## src/rtl/dram_rfsh_pkg.sv

```systemverilog
package dram_rfsh_pkg;

  typedef enum logic [1:0] {
    SQ_IDLE,
    SQ_SETUP,
    SQ_RASLO,
    SQ_PRE
  } seq_state_e;

  // Minimum-width limit: round up to whole cycles.
  function automatic int ns_to_cyc_up(input int ns, input int clk_ns);
    return (ns + clk_ns - 1) / clk_ns;
  endfunction

  // Maximum-interval limit: round down so the budget is never exceeded.
  function automatic int ns_to_cyc_dn(input int ns, input int clk_ns);
    return ns / clk_ns;
  endfunction

  function automatic int max2(input int a, input int b);
    return (a > b) ? a : b;
  endfunction

  // Next backlog value: +1 per slot, -1 per service, saturating at both ends.
  function automatic int pend_step(input int cur, input bit add, input bit sub, input int top);
    int nxt;
    nxt = cur;
    if (add && !sub && cur < top) nxt = cur + 1;
    if (sub && !add && cur > 0)   nxt = cur - 1;
    return nxt;
  endfunction

endpackage

```

## src/rtl/rfsh_timebase.sv

```systemverilog
module rfsh_timebase #(
  parameter int PWR_C  = 2,
  parameter int REFI_C = 4
) (
  input  logic clk,
  input  logic rst_n,
  input  logic run,
  output logic pwr_done,
  output logic tick
);
  localparam int PW = $clog2(PWR_C + 1);
  localparam int IW = $clog2(REFI_C + 1);

  logic [PW-1:0] pcnt;
  logic [IW-1:0] icnt;

  always_ff @(posedge clk) begin
    if (!rst_n) begin
      pcnt     <= '0;
      pwr_done <= 1'b0;
      icnt     <= '0;
    end else begin
      if (!pwr_done) begin
        if (pcnt == PW'(PWR_C - 1)) pwr_done <= 1'b1;
        else                        pcnt     <= pcnt + 1'b1;
      end
      if (!run || icnt == IW'(REFI_C - 1)) icnt <= '0;
      else                                 icnt <= icnt + 1'b1;
    end
  end

  assign tick = run && (icnt == IW'(REFI_C - 1));

endmodule

```

## src/rtl/rfsh_backlog.sv

```systemverilog
module rfsh_backlog
  import dram_rfsh_pkg::*;
#(
  parameter int PEND_W      = 4,
  parameter int BACKLOG_MAX = 4
) (
  input  logic              clk,
  input  logic              rst_n,
  input  logic              tick,
  input  logic              served,
  output logic [PEND_W-1:0] pend,
  output logic              missed
);
  localparam int TOP = (1 << PEND_W) - 1;

  logic [PEND_W-1:0] pend_nxt;
  assign pend_nxt = PEND_W'(pend_step(int'(pend), tick, served, TOP));

  always_ff @(posedge clk) begin
    if (!rst_n) begin
      pend   <= '0;
      missed <= 1'b0;
    end else begin
      pend   <= pend_nxt;
      missed <= missed | (pend > PEND_W'(BACKLOG_MAX));
    end
  end

endmodule

```

## src/rtl/rfsh_strobe_seq.sv

```systemverilog
module rfsh_strobe_seq
  import dram_rfsh_pkg::*;
#(
  parameter int SETUP_C = 1,
  parameter int RASLO_C = 4,
  parameter int PRE_C   = 2,
  parameter int ROW_W   = 11,
  parameter int NUM_RAS = 4
) (
  input  logic               clk,
  input  logic               rst_n,
  input  logic               start,
  input  logic               ras_only,
  output logic               busy,
  output logic               done,
  output logic               mode_ro,
  output logic [NUM_RAS-1:0] ras_n,
  output logic [NUM_RAS-1:0] cas_n,
  output logic               we_n,
  output logic [ROW_W-1:0]   addr
);
  localparam int LONGEST = max2(SETUP_C, max2(RASLO_C, PRE_C));
  localparam int CW      = $clog2(LONGEST + 1);

  seq_state_e       state;
  logic [CW-1:0]    cnt;
  logic [ROW_W-1:0] row;
  logic             ras_lo, cas_lo;

  always_ff @(posedge clk) begin
    if (!rst_n) begin
      state   <= SQ_IDLE;
      cnt     <= '0;
      mode_ro <= 1'b0;
      row     <= '0;
    end else begin
      case (state)
        SQ_IDLE: if (start) begin
          state   <= SQ_SETUP;
          cnt     <= CW'(SETUP_C - 1);
          mode_ro <= ras_only;
        end
        SQ_SETUP: if (cnt == '0) begin
          state <= SQ_RASLO;
          cnt   <= CW'(RASLO_C - 1);
        end else cnt <= cnt - 1'b1;
        SQ_RASLO: if (cnt == '0) begin
          state <= SQ_PRE;
          cnt   <= CW'(PRE_C - 1);
        end else cnt <= cnt - 1'b1;
        default: if (cnt == '0) begin
          state <= SQ_IDLE;
          if (mode_ro) row <= row + 1'b1;
        end else cnt <= cnt - 1'b1;
      endcase
    end
  end

  assign busy   = (state != SQ_IDLE);
  assign done   = (state == SQ_PRE) && (cnt == '0);
  assign ras_lo = (state == SQ_RASLO);
  assign cas_lo = !mode_ro && (state == SQ_SETUP || state == SQ_RASLO);
  assign we_n   = 1'b1;
  assign addr   = (busy && mode_ro) ? row : '0;

  for (genvar g = 0; g < NUM_RAS; g++) begin : g_strobe
    assign ras_n[g] = !ras_lo;
    assign cas_n[g] = !cas_lo;
  end

endmodule

```

## src/rtl/dram_rfsh_sched.sv

```systemverilog
module dram_rfsh_sched
  import dram_rfsh_pkg::*;
#(
  parameter int CLK_NS      = 10,
  parameter int POWERUP_NS  = 200000,
  parameter int REFI_NS     = 15600,
  parameter int T_RP_NS     = 40,
  parameter int T_RAS_NS    = 60,
  parameter int T_RC_NS     = 110,
  parameter int T_CSR_NS    = 10,
  parameter int T_CHR_NS    = 10,
  parameter int T_ASR_NS    = 0,
  parameter int INIT_CYC    = 8,
  parameter int ROW_W       = 11,
  parameter int NUM_RAS     = 4,
  parameter int PEND_W      = 4,
  parameter int BACKLOG_MAX = 4
) (
  input  logic               clk,
  input  logic               rst_n,
  input  logic               grant,
  input  logic               ras_only,
  output logic               req,
  output logic               init_done,
  output logic               drive_en,
  output logic [NUM_RAS-1:0] ras_n,
  output logic [NUM_RAS-1:0] cas_n,
  output logic               we_n,
  output logic [ROW_W-1:0]   addr,
  output logic [PEND_W-1:0]  pend_cnt,
  output logic               missed
);
  localparam int PWR_C   = max2(1, ns_to_cyc_up(POWERUP_NS, CLK_NS));
  localparam int REFI_C  = max2(2, ns_to_cyc_dn(REFI_NS, CLK_NS));
  localparam int PRE_C   = max2(1, ns_to_cyc_up(T_RP_NS, CLK_NS));
  localparam int SETUP_C = max2(1, max2(ns_to_cyc_up(T_CSR_NS, CLK_NS),
                                        ns_to_cyc_up(T_ASR_NS, CLK_NS)));
  localparam int RASLO_C = max2(1, max2(max2(ns_to_cyc_up(T_RAS_NS, CLK_NS),
                                             ns_to_cyc_up(T_CHR_NS, CLK_NS)),
                                        ns_to_cyc_up(T_RC_NS, CLK_NS) - PRE_C));
  localparam int INIT_W  = $clog2(INIT_CYC + 1) + 1;

  // Named internal events (observed by the bound checker).
  logic              pwr_done, tick, seq_start, seq_done, seq_busy, mode_ro;
  logic              need, init_left_nz;
  logic [INIT_W-1:0] init_left;

  always_ff @(posedge clk) begin
    if (!rst_n)                          init_left <= INIT_W'(INIT_CYC);
    else if (seq_done && init_left_nz)   init_left <= init_left - 1'b1;
  end

  assign init_left_nz = (init_left != '0);
  assign init_done    = pwr_done && !init_left_nz;
  assign need         = pwr_done && (init_left_nz || pend_cnt != '0);
  assign req          = seq_busy || need;
  assign seq_start    = !seq_busy && need && grant;
  assign drive_en     = seq_busy;

  rfsh_timebase #(.PWR_C(PWR_C), .REFI_C(REFI_C)) u_time (
    .clk(clk), .rst_n(rst_n), .run(init_done),
    .pwr_done(pwr_done), .tick(tick)
  );

  rfsh_backlog #(.PEND_W(PEND_W), .BACKLOG_MAX(BACKLOG_MAX)) u_backlog (
    .clk(clk), .rst_n(rst_n), .tick(tick),
    .served(seq_done && !init_left_nz),
    .pend(pend_cnt), .missed(missed)
  );

  rfsh_strobe_seq #(
    .SETUP_C(SETUP_C), .RASLO_C(RASLO_C), .PRE_C(PRE_C),
    .ROW_W(ROW_W), .NUM_RAS(NUM_RAS)
  ) u_seq (
    .clk(clk), .rst_n(rst_n), .start(seq_start), .ras_only(ras_only),
    .busy(seq_busy), .done(seq_done), .mode_ro(mode_ro),
    .ras_n(ras_n), .cas_n(cas_n), .we_n(we_n), .addr(addr)
  );

endmodule

```

## config.mk

```make
export PLATFORM = sky130hd
export DESIGN_NAME = dram_rfsh_sched
export DESIGN_NICKNAME = d
export VERILOG_FILES = /design/src/rtl/dram_rfsh_pkg.sv /design/src/rtl/rfsh_timebase.sv /design/src/rtl/rfsh_backlog.sv /design/src/rtl/rfsh_strobe_seq.sv /design/src/rtl/dram_rfsh_sched.sv
export SDC_FILE = /design/constraint.sdc
export NUM_CORES = 1
export LEC_CHECK = 0
export BUFFER_PORTS_ARGS = -buffer_cell sky130_fd_sc_hd__buf_2
export CAP_MARGIN = 30
export CORE_ASPECT_RATIO = 0.6
export CORE_MARGIN = 1.5
export CORE_UTILIZATION = 30
export DETAILED_ROUTE_END_ITERATION = 10
export SLEW_MARGIN = 40
export SYNTH_ARGS = -nofsm -noshare
export SYNTH_HDL_FRONTEND = slang
export SYNTH_SLANG_ARGS = --single-unit
```

## constraint.sdc

```tcl
create_clock -name clk -period 2.3 [get_ports clk]
set_input_delay 0.23 -clock clk [delete_from_list [all_inputs] [get_ports clk]]
set_output_delay 0.23 -clock clk [all_outputs]
set_load 0.01 [all_outputs]
```

== After elaboration in Yosys (flattened, before gate mapping) ==
Index checks and enable logic that the tools add are counted.
Word-level totals
  input bits: 4
  logic and storage cells: 89
  register bits after elaboration: 54
  output and inout bits: 28
Cells by class
  equality and inequality tests: 9
  order comparisons: 3
  $add $sub $neg: 7
  muxes and demuxes: 15
  bitwise gates (word level): 5
  reduce and logical (&&, ||, !) cells: 40
Operators with widths (count)
  $add 11x1->11 const B: 2
  $add 15x1->15 const B: 1
  $eq 15x15->1 const B: 1
  $logic_and 1x1->1: 14
  $mux 3: 4
  $eq 11x11->1 const B: 1
  $mux 11: 1
  $pmux 3 s3: 1
  $logic_not 1->1: 8
  $mux 2: 4
  $mux 4: 2
  $pmux 2 s3: 1
  $reduce_and 2->1: 3
  $reduce_bool 2->1: 3
  $reduce_bool 5->1: 1
  $sub 5x1->5 const B: 1
  $add 4x1->4 const B: 1
  $eq 2x2->1 const B: 2
  $gt 4x1->1 const B: 1
  $gt 4x3->1 const B: 1
  $logic_or 1x1->1: 4
  $lt 4x4->1 const B: 1
  $ne 2x2->1 const B: 2
  $ne 4x3->1 const B: 1
  other kinds (14): 18

== Logic depth before layout (Yosys ltp) ==
Gate-level depths: netlist of run 1.
  depth in word-level cells: 8
  gate-level depth with buffers: 11
  mapped depth without buffers: 11

== Cells and area by module ==
Synthesis of run 1 repeated with hierarchy kept, for this count alone.
Unflattened totals
  cells, all modules: 341
  area total of the unflattened synthesis: 2995.4 sq um
By module, submodules not included
  rfsh_timebase: seq. area each 540.5 sq um, area an instance 1251.2 sq um, cells an instance 140, instances 1
  rfsh_strobe_seq: seq. area each 340.3 sq um, area an instance 1102.3 sq um, cells an instance 128, instances 1
  rfsh_backlog: seq. area each 100.1 sq um, area an instance 327.8 sq um, cells an instance 37, instances 1
  dram_rfsh_sched: seq. area each 100.1 sq um, area an instance 314.1 sq um, cells an instance 36, instances 1

== Worst setup path before layout of run 1 ==
Ideal clock, no wire load.
  path kind: reg-to-reg
  start: register init_left[0]
  end: register u_backlog.pend[2]
  data required time: 2.169 ns
  arrival time: 2.306 ns
  library setup time: 0.131 ns
  clock period less this slack: 2.437 ns
  cell stages (with the launch flop): 11
  slack: -0.137 ns
  cell sequence: dfxtp_1 inv_1 ha_1 nor4b_1 nand3b_1 a21oi_1 xor2_1 ha_1 a2111oi_0 o21ai_0 nor3b_1
Between the ends
  cells in the longest elaborated chain, start to end: 8
Ends and longest elaborated chain
  start, declared: line dram_rfsh_sched.sv:46  | logic [INIT_W-1:0] init_left;
  start signal, assigned: line dram_rfsh_sched.sv:49  | if (!rst_n) init_left <= INIT_W'(INIT_CYC);
  start signal, assigned: line dram_rfsh_sched.sv:50  | else if (seq_done && init_left_nz) init_left <= init_left - 1'b1;
  $reduce_bool 5->1 (*): line dram_rfsh_sched.sv:53  | assign init_left_nz = (init_left != '0);
  $logic_not 1->1 (*): line dram_rfsh_sched.sv:54, dram_rfsh_sched.sv:67
  $logic_and 1x1->1: line dram_rfsh_sched.sv:54  | assign init_done = pwr_done && !init_left_nz;
  $logic_and 1x1->1: line rfsh_timebase.sv:32  | assign tick = run && (icnt == IW'(REFI_C - 1));
  $logic_not 1->1: line dram_rfsh_pkg.sv:29  | if (sub && !add && cur > 0) nxt = cur - 1;
  $logic_and 1x1->1 (2 in series): line dram_rfsh_pkg.sv:29
  $mux 4 or $reduce_bool 2->1 (tied branches)
  end signal, assigned: line rfsh_backlog.sv:24  | pend <= pend_nxt;
  end, declared: line rfsh_backlog.sv:11  | output logic [PEND_W-1:0] pend,
Mark *: on every way between the ends. The rest lies on a longest branch, timed or not.
A chain may end at the register's enable or synchronous reset.

== Final worst setup path of run 1 ==
Same ends and word-level chain as after synthesis.

==> results of run 1 <==
==> where the power goes <==
group | switching [mW] | internal (mW)
Sequential | 0.0122 | 0.950
Combinational | 0.183 | 0.130
Clock | 0.339 | 0.514
==> flip-flops by register name (all words and copies together), names as in the netlist <==
signal and count:
u_seq.row 11, u_time.pwr_done 1, u_seq.mode_ro 1, u_backlog.missed 1, init_left 5, u_backlog.pend 4
u_time.pcnt 15, u_seq.cnt 3, u_time.icnt 11, u_seq.state 2
==> final cells by class <==
class	instances	area (um^2)	area share, %
tap	116	145	4.30
inverter	15	56.3	1.67
timing repair buffer	50	300	8.89
clock inverter	2	37.5	1.11
clock buffer	6	129	3.81
multi-input combinational	246	1630	48.2
sequential	54	1080	32.0
==> placed cells by master (no fill, tap or decap), types with 2 or more instances in the layout <==
| master | count |
|---|---|
| a211oi_1 | 3 |
| a21oi_1 | 10 |
| a31oi_1 | 2 |
| and2_1 | 11 |
| and3_1 | 10 |
| and4_1 | 3 |
| buf_2 | 30 |
| buf_4 | 20 |
| clkbuf_16 | 5 |
| dfxtp_1 | 54 |
| ha_1 | 12 |
| inv_1 | 15 |
| mux2i_1 | 5 |
| nand2_1 | 19 |
| nand2b_1 | 5 |
| nand3_1 | 19 |
| nand3b_1 | 2 |
| nand4_1 | 3 |
| nand4b_1 | 3 |
| nand4bb_1 | 2 |
| nor2_1 | 52 |
| nor2b_1 | 2 |
| nor3_1 | 12 |
| nor3b_1 | 3 |
| nor4_1 | 2 |
| nor4b_1 | 2 |
| o21ai_0 | 11 |
| or3_1 | 4 |
| xnor2_1 | 14 |
| xor2_1 | 17 |
==> per-stage QoR <==
step,power (mW),area [um^2]
2_1_floorplan,1.22,2800
3_3_place_gp,1.29,3140
3_5_place_dp,1.29,3140
4_1_cts,2.16,3320
5_1_grt,2.24,3380
6_report,2.13,3380
==> critical path, stage by stage, from the launching register on <==
cell       delay (ns)
dfxtp_1          0.33
inv_1            0.08
ha_1             0.18
nor4b_4          0.25
nand3b_1         0.16
a21oi_2          0.17
xor2_1           0.09
ha_2             0.20
a2111oi_4        0.34
o21ai_0          0.12
nor3b_1          0.14
==> layer usage <==
layer / global-route usage, % / routed length (um)
met1: 17.8 / 3290
met2: 17.3 / 2290
met3: 3.79 / 201
met4: 3.71 / 102
met5: 0 / 0
==> worst paths after layout <==
check,cells past startpoint,endpoint,slack (ns),from
setup / recovery,10,u_backlog.pend[2],0.13,init_left[0]
hold / removal,3,u_seq.mode_ro,0.17,ras_only
setup reg to reg,10,u_backlog.pend[2],0.13,init_left[0]
hold reg to reg,2,u_time.pcnt[13],0.49,u_time.pcnt[13]
==> what timing repair did <==
| action | 4_1_cts | 5_1_grt |
|---|---|---|
| resized for setup | 2 | 7 |
| pin swaps | 0 | 3 |
| hold endpoints to repair | 0 | 0 |
| setup endpoints to repair | 1 | 3 |
| setup buffers | 0 | 3 |
==> cells by family after synthesis <==
group / Yosys count / share of synthesized area [%]
multiplexers: 6 / 2.33
AND/OR/NAND/NOR: 162 / 30.3
XOR/XNOR: 31 / 9.71
flip-flops: 54 / 38.7
adder cells (fa/ha/maj): 13 / 5.82
AO/OA/AOI/OAI: 33 / 7.79
buffers and inverters: 32 / 5.23
other: 1 / 0.134
==> flow_summary.ini, run 1 <==
[sta]
hold_viol_final = 0
finalClockSkew_ns = 0.00643
slew_violations = 0
finalSetupTns_ns = 0
min_period_ns = 2.17
finalSetupViolCount = 0
finalWorstSetupSlack_ns = 0.127
hold-worst-slack_ns = 0.170
worstMarginPinSlew_ns = 0.620
slew_headroom_pct = 58.6
period_share_pct = 94.5
fmax_ghz = 0.460

[global_route]
grt_max_degree = 19
grt_usage_pct = 12.3
antenna_found_initial = 0
grt.overflow.total = 0
grt_pass1_vias = 2095
grt_pass1_wl_um = 9770

[route]
vias = 2327
wl_per_cell_um = 12.0
antenna_left = 0
drtIter0Drc = 131
firstDrtPassIters = 4
wirelength_um = 5890
routed_via_density = 4.76
post-route-drc-count = 0

[hold_path]
hold_path.class = in -> reg

[placement]
io_buffer_count = 30
post-place-cells = 478
hpwl_um = 4220
routabilityCongestion = 0.851
dpl_worst_slack_ns = 0.0113

[floorplanning]
num_rows = 27
ioPinCount = 32
core_um2 = 9120
die_w_um = 128
fp.dieH_um = 77.8
initial_core_util_pct = 30.7
dieArea_um2 = 9930

[synthesis]
synth_area_leaders = dfxtp_1 39%, nor2_1 7.0%, ha_1 5.8%
yosysMostFrequentCell = dfxtp_1
synthFlopType = dfxtp_1
yosys_warnings = 0
syn_nets = 349
synthTopCellsByCount = 54 x dfxtp_1, 52 x nor2_1, 19 x nand2_1, 19 x nand3_1, 17 x xor2_1
ys_types = 42
synth_top_area_share_pct = 38.7
syn_inst = 332
synth-edff-count = 0
ys_seq_area_share_pct = 38.7
syn_area_um2 = 2800
yosysTopAreaCell = dfxtp_1
async_flop_share_pct = 0
synth-seq-cells = 54
synth_area_per_cell_um2 = 8.42

[pwr]
p_leak_nw = 1.36
peakVddDrop_mv = 0.305
power.density_nw_per_um2 = 630

[clock_network]
cts-root-buf = clkbuf_16
cts_buffers = 5
cts_htree_levels = 2
path_clk_slew_ns = 0.07
clk_latency_ns = 0.30
cts_tree = yes
hold_buffers = 0
ctsLongestPathBuffers = 2
cts.sinks = 54

[cells_and_area]
final_layout_size_suffix_gt1_share_pct = 18.2
area_growth_pct = 20.8
n_fill_cell = 917
postLayoutCoreUtil_pct = 37.0
layout.nets = 389
n_antenna_cell = 0
final_cells = 489

[job]
maxCapViolCount = 0

[setup_path]
crit_required_ns = 2.49
path_max_fanout = 3
arrival_ns = 2.36
criticalPathCategory = reg -> reg
end_kind = register
start_kind = register

[run_status]
status = complete, no violations
(Power assumes the default switching activity.)
==> inputs of run 2 (changes only) <==
==> constraint.sdc (replaced) <==
create_clock -name clk -period 2.3 [get_ports clk]
set_input_delay 0.575 -clock clk [delete_from_list [all_inputs] [get_ports clk]]
set_output_delay 0.575 -clock clk [all_outputs]
set_load 0.01 [all_outputs]
==> flow_summary.ini, run 2 (synthesis results as in run 1) <==
[run_status]
status = complete, no violations

[global_route]
grt_max_degree = 22
grt_pass1_wl_um = 9720
grt_use_met3_pct = 3.59
grt_use_met1_pct = 18.6
busiest_layer = met1
antenna_found_initial = 0
grt.overflow.total = 0
grt_usage_pct = 12.1
met2_usage_pct = 16.4
grt_pass1_vias = 2021

[sta]
hold_viol_final = 0
fmax_ghz = 0.444
finalClockSkew_ns = 0.00620
slew_headroom_pct = 63.3
min_period_ns = 2.25
finalSetupViolCount = 0
period_share_pct = 97.9
worstMarginPinSlew_ns = 0.549
slew_violations = 0
finalWorstSetupSlack_ns = 0.0493

[floorplanning]
initial_core_util_pct = 30.7
ioPinCount = 32
fp.dieH_um = 77.8
die_w_um = 128
dieArea_um2 = 9930
num_rows = 27
core_um2 = 9120

[clock_network]
clk_latency_ns = 0.29
path_clk_slew_ns = 0.07
ctsLongestPathBuffers = 2
cts_buffers = 5
hold_buffers = 0
cts-root-buf = clkbuf_16
cts.sinks = 54
cts_htree_levels = 2
cts_tree = yes

[pwr]
p_leak_nw = 1.38
intPower_mw = 1.55
switchingPower_mw = 0.534
power.share.sequential_pct = 46.2
combPwrFrac_pct = 15.2
finalPower_mw = 2.08
peakVddDrop_mv = 0.362
switching_share_pct = 25.6
p_clk_share_pct = 38.6
power.density_nw_per_um2 = 606

[route]
wl_per_cell_um = 12.0
antenna_left = 0
drtIter0Drc = 127
post-route-drc-count = 0
wirelength_um = 5900
firstDrtPassIters = 4
routed_via_density = 4.80
vias = 2365

[setup_path]
start_kind = register
worst-r2r-cell-count = 8
end_kind = register
r2r_slack_ns = 0.05
criticalPathCategory = reg -> reg
crit_required_ns = 2.47
path_max_fanout = 2
arrival_ns = 2.42

[hold_path]
hold_path.class = reg -> reg
min_path_cells = 2

[cells_and_area]
design_area_um2 = 3440
final_common_cell = dfxtp_1
top_regs = u_time.pcnt x15, u_seq.row x11, u_time.icnt x11
layout.nets = 393
n_antenna_cell = 0
final_layout_size_suffix_gt1_share_pct = 21.8
final_cells = 493
area_growth_pct = 23.0
layout_common_cells = 52 x dfxtp_1, 51 x nor2_1, 30 x buf_2
n_fill_cell = 901
largest-register = u_time.pcnt
multiInputGateArea_um2 = 1660
register_area_um2 = 1080
postLayoutCoreUtil_pct = 37.7
largest_register_ffs = 15

[placement]
dpl_worst_slack_ns = -0.00609
place_area_um2 = 3130
post-place-cells = 477
hpwl_um = 4180
routabilityCongestion = 0.786
io_buffer_count = 30

[job]
maxCapViolCount = 0
-- run 2: cell types whose count changed in the layout (fill, tap and decap cells not counted), sizes merged --
cell / previous run / this run
clkinv: 0 / 1
bufinv: 1 / 0
buf: 50 / 54
clkinvlp: 1 / 0
clkbuf: 6 / 7
-- run 2: critical path, stage by stage, from the launching register on --
cell and delay (ns):
dfxtp_1 0.32, or4_4 0.54, nand3b_1 0.20, a21oi_2 0.07, xor2_1 0.17, ha_2 0.21
a2111oi_4 0.35, o21ai_0 0.13, nor3b_1 0.15
-- run 2: path summary, 6_finish.rpt --
| path | from | end |
|---|---|---|
| max | u_backlog.pend[2] | u_backlog.pend[2] |
| min | u_time.pcnt[13] | u_time.pcnt[13] |
| min reg2reg | u_time.pcnt[13] | u_time.pcnt[13] |
| max reg2reg | u_backlog.pend[2] | u_backlog.pend[2] |
-- run 2: routing by layer --
metal | part of all wire, % | wire length (um) | up-vias
met5 | 0 | 0 | -
met4 | 0.66 | 39 | 0
met3 | 5.4 | 320 | 4
met2 | 39 | 2330 | 49
met1 | 54 | 3220 | 1098
li1 | - | - | 1214
-- run 2: what timing repair did --
action,4_1_cts,5_1_grt
pin swaps,2,7
endpoints found under the setup margin,3,8
buffers inserted,2,6
gates resized for setup,13,8
-- run 2: stage by stage --
stage | hold WS, ns | TNS (ns)
detailed placement | 0.489 | -0.00609
CTS | 0.498 | 0
global route | 0.522 | -0.0245
floorplan | 0.430 | 0
global placement | 0.475 | 0
finish | 0.491 | 0
-- run 2: area by class of cell --
cell class / count / share of cell area (%)
clock buffer: 7 / 4.44
timing repair buffer: 54 / 9.60
multi-input combinational: 246 / 48.3
tap: 116 / 4.22
inverter: 15 / 1.64
sequential: 54 / 31.5
clock inverter: 1 / 0.255
-- run 2: power by group through the flow --
stage               clock network [mW]  registers, mW  logic [mW]
finish                           0.804          0.963       0.316
global route                     0.870          0.964       0.349
CTS                              0.837          0.962       0.312
detailed placement                   0          0.985       0.310
global placement                     0          0.983       0.306
floorplan                            0          0.988       0.237
==> inputs of run 3 (changes only) <==
RECOVER_POWER = 50   (was default)
==> flow_summary.ini, run 3 (synthesis results as in run 1) <==
[cells_and_area]
layout_common_cells = 53 x dfxtp_1, 51 x nor2_1, 27 x buf_2
final_layout_size_suffix_gt1_share_pct = 18.8
largest_register_ffs = 15
area_growth_pct = 21.4
final_common_cell = dfxtp_1
n_fill_cell = 914
n_antenna_cell = 0
layout.nets = 393
largest-register = u_time.pcnt
design_area_um2 = 3390
top_regs = u_time.pcnt x15, u_seq.row x11, u_time.icnt x11

[placement]
place_area_um2 = 3130
hpwl_um = 4180
io_buffer_count = 30
routabilityCongestion = 0.786

[floorplanning]
initial_core_util_pct = 30.7
core_um2 = 9120
fp.dieH_um = 77.8
ioPinCount = 32
num_rows = 27
dieArea_um2 = 9930
die_w_um = 128

[clock_network]
cts_tree = yes
clk_latency_ns = 0.29
path_clk_slew_ns = 0.07
cts.sinks = 54
cts-root-buf = clkbuf_16
hold_buffers = 0
cts_htree_levels = 2
cts_buffers = 5
ctsLongestPathBuffers = 2

[setup_path]
crit_family = simple AND/OR/NAND/NOR gates
r2r-start = u_backlog.pend[2]
arrival_ns = 2.43
start_kind = register
path_max_fanout = 2
path_cells = or4_4, nand3b_1, a21oi_2, xor2_1, ha_2, a2111oi_4, o21ai_0, nor3b_1
critPathBufInv = 0
crit_required_ns = 2.47
end_kind = register
cp_slowest_cell = or4_4
criticalPathCategory = reg -> reg
startpoint = u_backlog.pend[2]
worst_path_largest_cell_delay_ns = 0.54

[sta]
slew_headroom_pct = 38.4
finalClockSkew_ns = 0.00658
min_period_ns = 2.26
finalSetupViolCount = 0
finalSetupTns_ns = 0
period_share_pct = 98.2
hold_viol_final = 0
fmax_ghz = 0.443
worstMarginPinSlew_ns = 0.924
slew_violations = 0

[hold_path]
min_from = u_time.pcnt[13]
hold_path.class = reg -> reg

[job]
maxCapViolCount = 0

[route]
drtIter0Drc = 137
wl_met1_um = 3220
vias = 2355
wl_met3_um = 303
firstDrtPassIters = 4
wl_per_cell_um = 12.0
wirelength_um = 5900
routed.top_layer = met4
post-route-drc-count = 0
routed_via_density = 4.78
antenna_left = 0
wl_met2_um = 2340

[global_route]
grt_pass1_wl_um = 9720
grt_pass1_vias = 2021
grt_usage_pct = 12.1
antenna_found_initial = 0
grt.overflow.total = 0
grt_max_degree = 22

[pwr]
power.density_nw_per_um2 = 613
p_leak_nw = 1.35
peakVddDrop_mv = 0.363

[run_status]
status = complete, no violations
-- run 3: metal layers --
layer  up-vias  global-route usage [%]
li1       1217                       -
met1      1086                    18.6
met2        48                    16.4
met3         4                    3.59
met4         0                    2.36
met5         -                       0
-- run 3: timing repair --
| item | CTS | global route |
|---|---|---|
| buffers inserted | 2 | 6 |
| pin swaps | 2 | 7 |
| endpoints found under the setup margin | 3 | 8 |
| resized for setup | 13 | 8 |
-- run 3: final timing paths --
kind | to | slack, ns | depth (start not counted)
max | u_backlog.pend[2] | 0.04 | 8
min | u_time.pcnt[13] | 0.49 | 2
max reg2reg | u_backlog.pend[2] | 0.04 | 8
min reg2reg | u_time.pcnt[13] | 0.49 | 2
-- run 3: cell type report --
type / count / area [um^2] / area share, %
clock buffer: 7 / 153 / 4.50
inverter: 15 / 56.3 / 1.66
tap: 116 / 145 / 4.28
sequential: 54 / 1080 / 31.9
clock inverter: 1 / 8.76 / 0.258
multi-input combinational: 246 / 1640 / 48.4
timing repair buffer: 54 / 308 / 9.07
-- run 3: per-stage QoR --
step	hold WS, ns	power (mW)	util [%]	setup WS [ns]	std cells
final	0.493	2.08	37.2	0.0420	493
after global routing	0.522	2.18	37.2	-0.0256	493
after global placement	0.475	1.29	34.3	0.0887	477
after CTS	0.498	2.11	36.6	0.00350	487
after detailed placement	0.489	1.29	34.3	-0.00609	477
after floorplan	0.430	1.22	-	0.00408	332
-- run 3: power by group --
part / internal (mW) / switching (mW) / total [mW]
clock: 0.466 / 0.339 / 0.804
sequential: 0.950 / 0.0127 / 0.963
combinational: 0.129 / 0.184 / 0.313
total: 1.54 / 0.536 / 2.08
-- run 3: worst min-delay path, cell delays in order (launching register included) --
cell and delay, ns:
dfxtp_1 0.33, nand2_1 0.06, mux2i_1 0.05
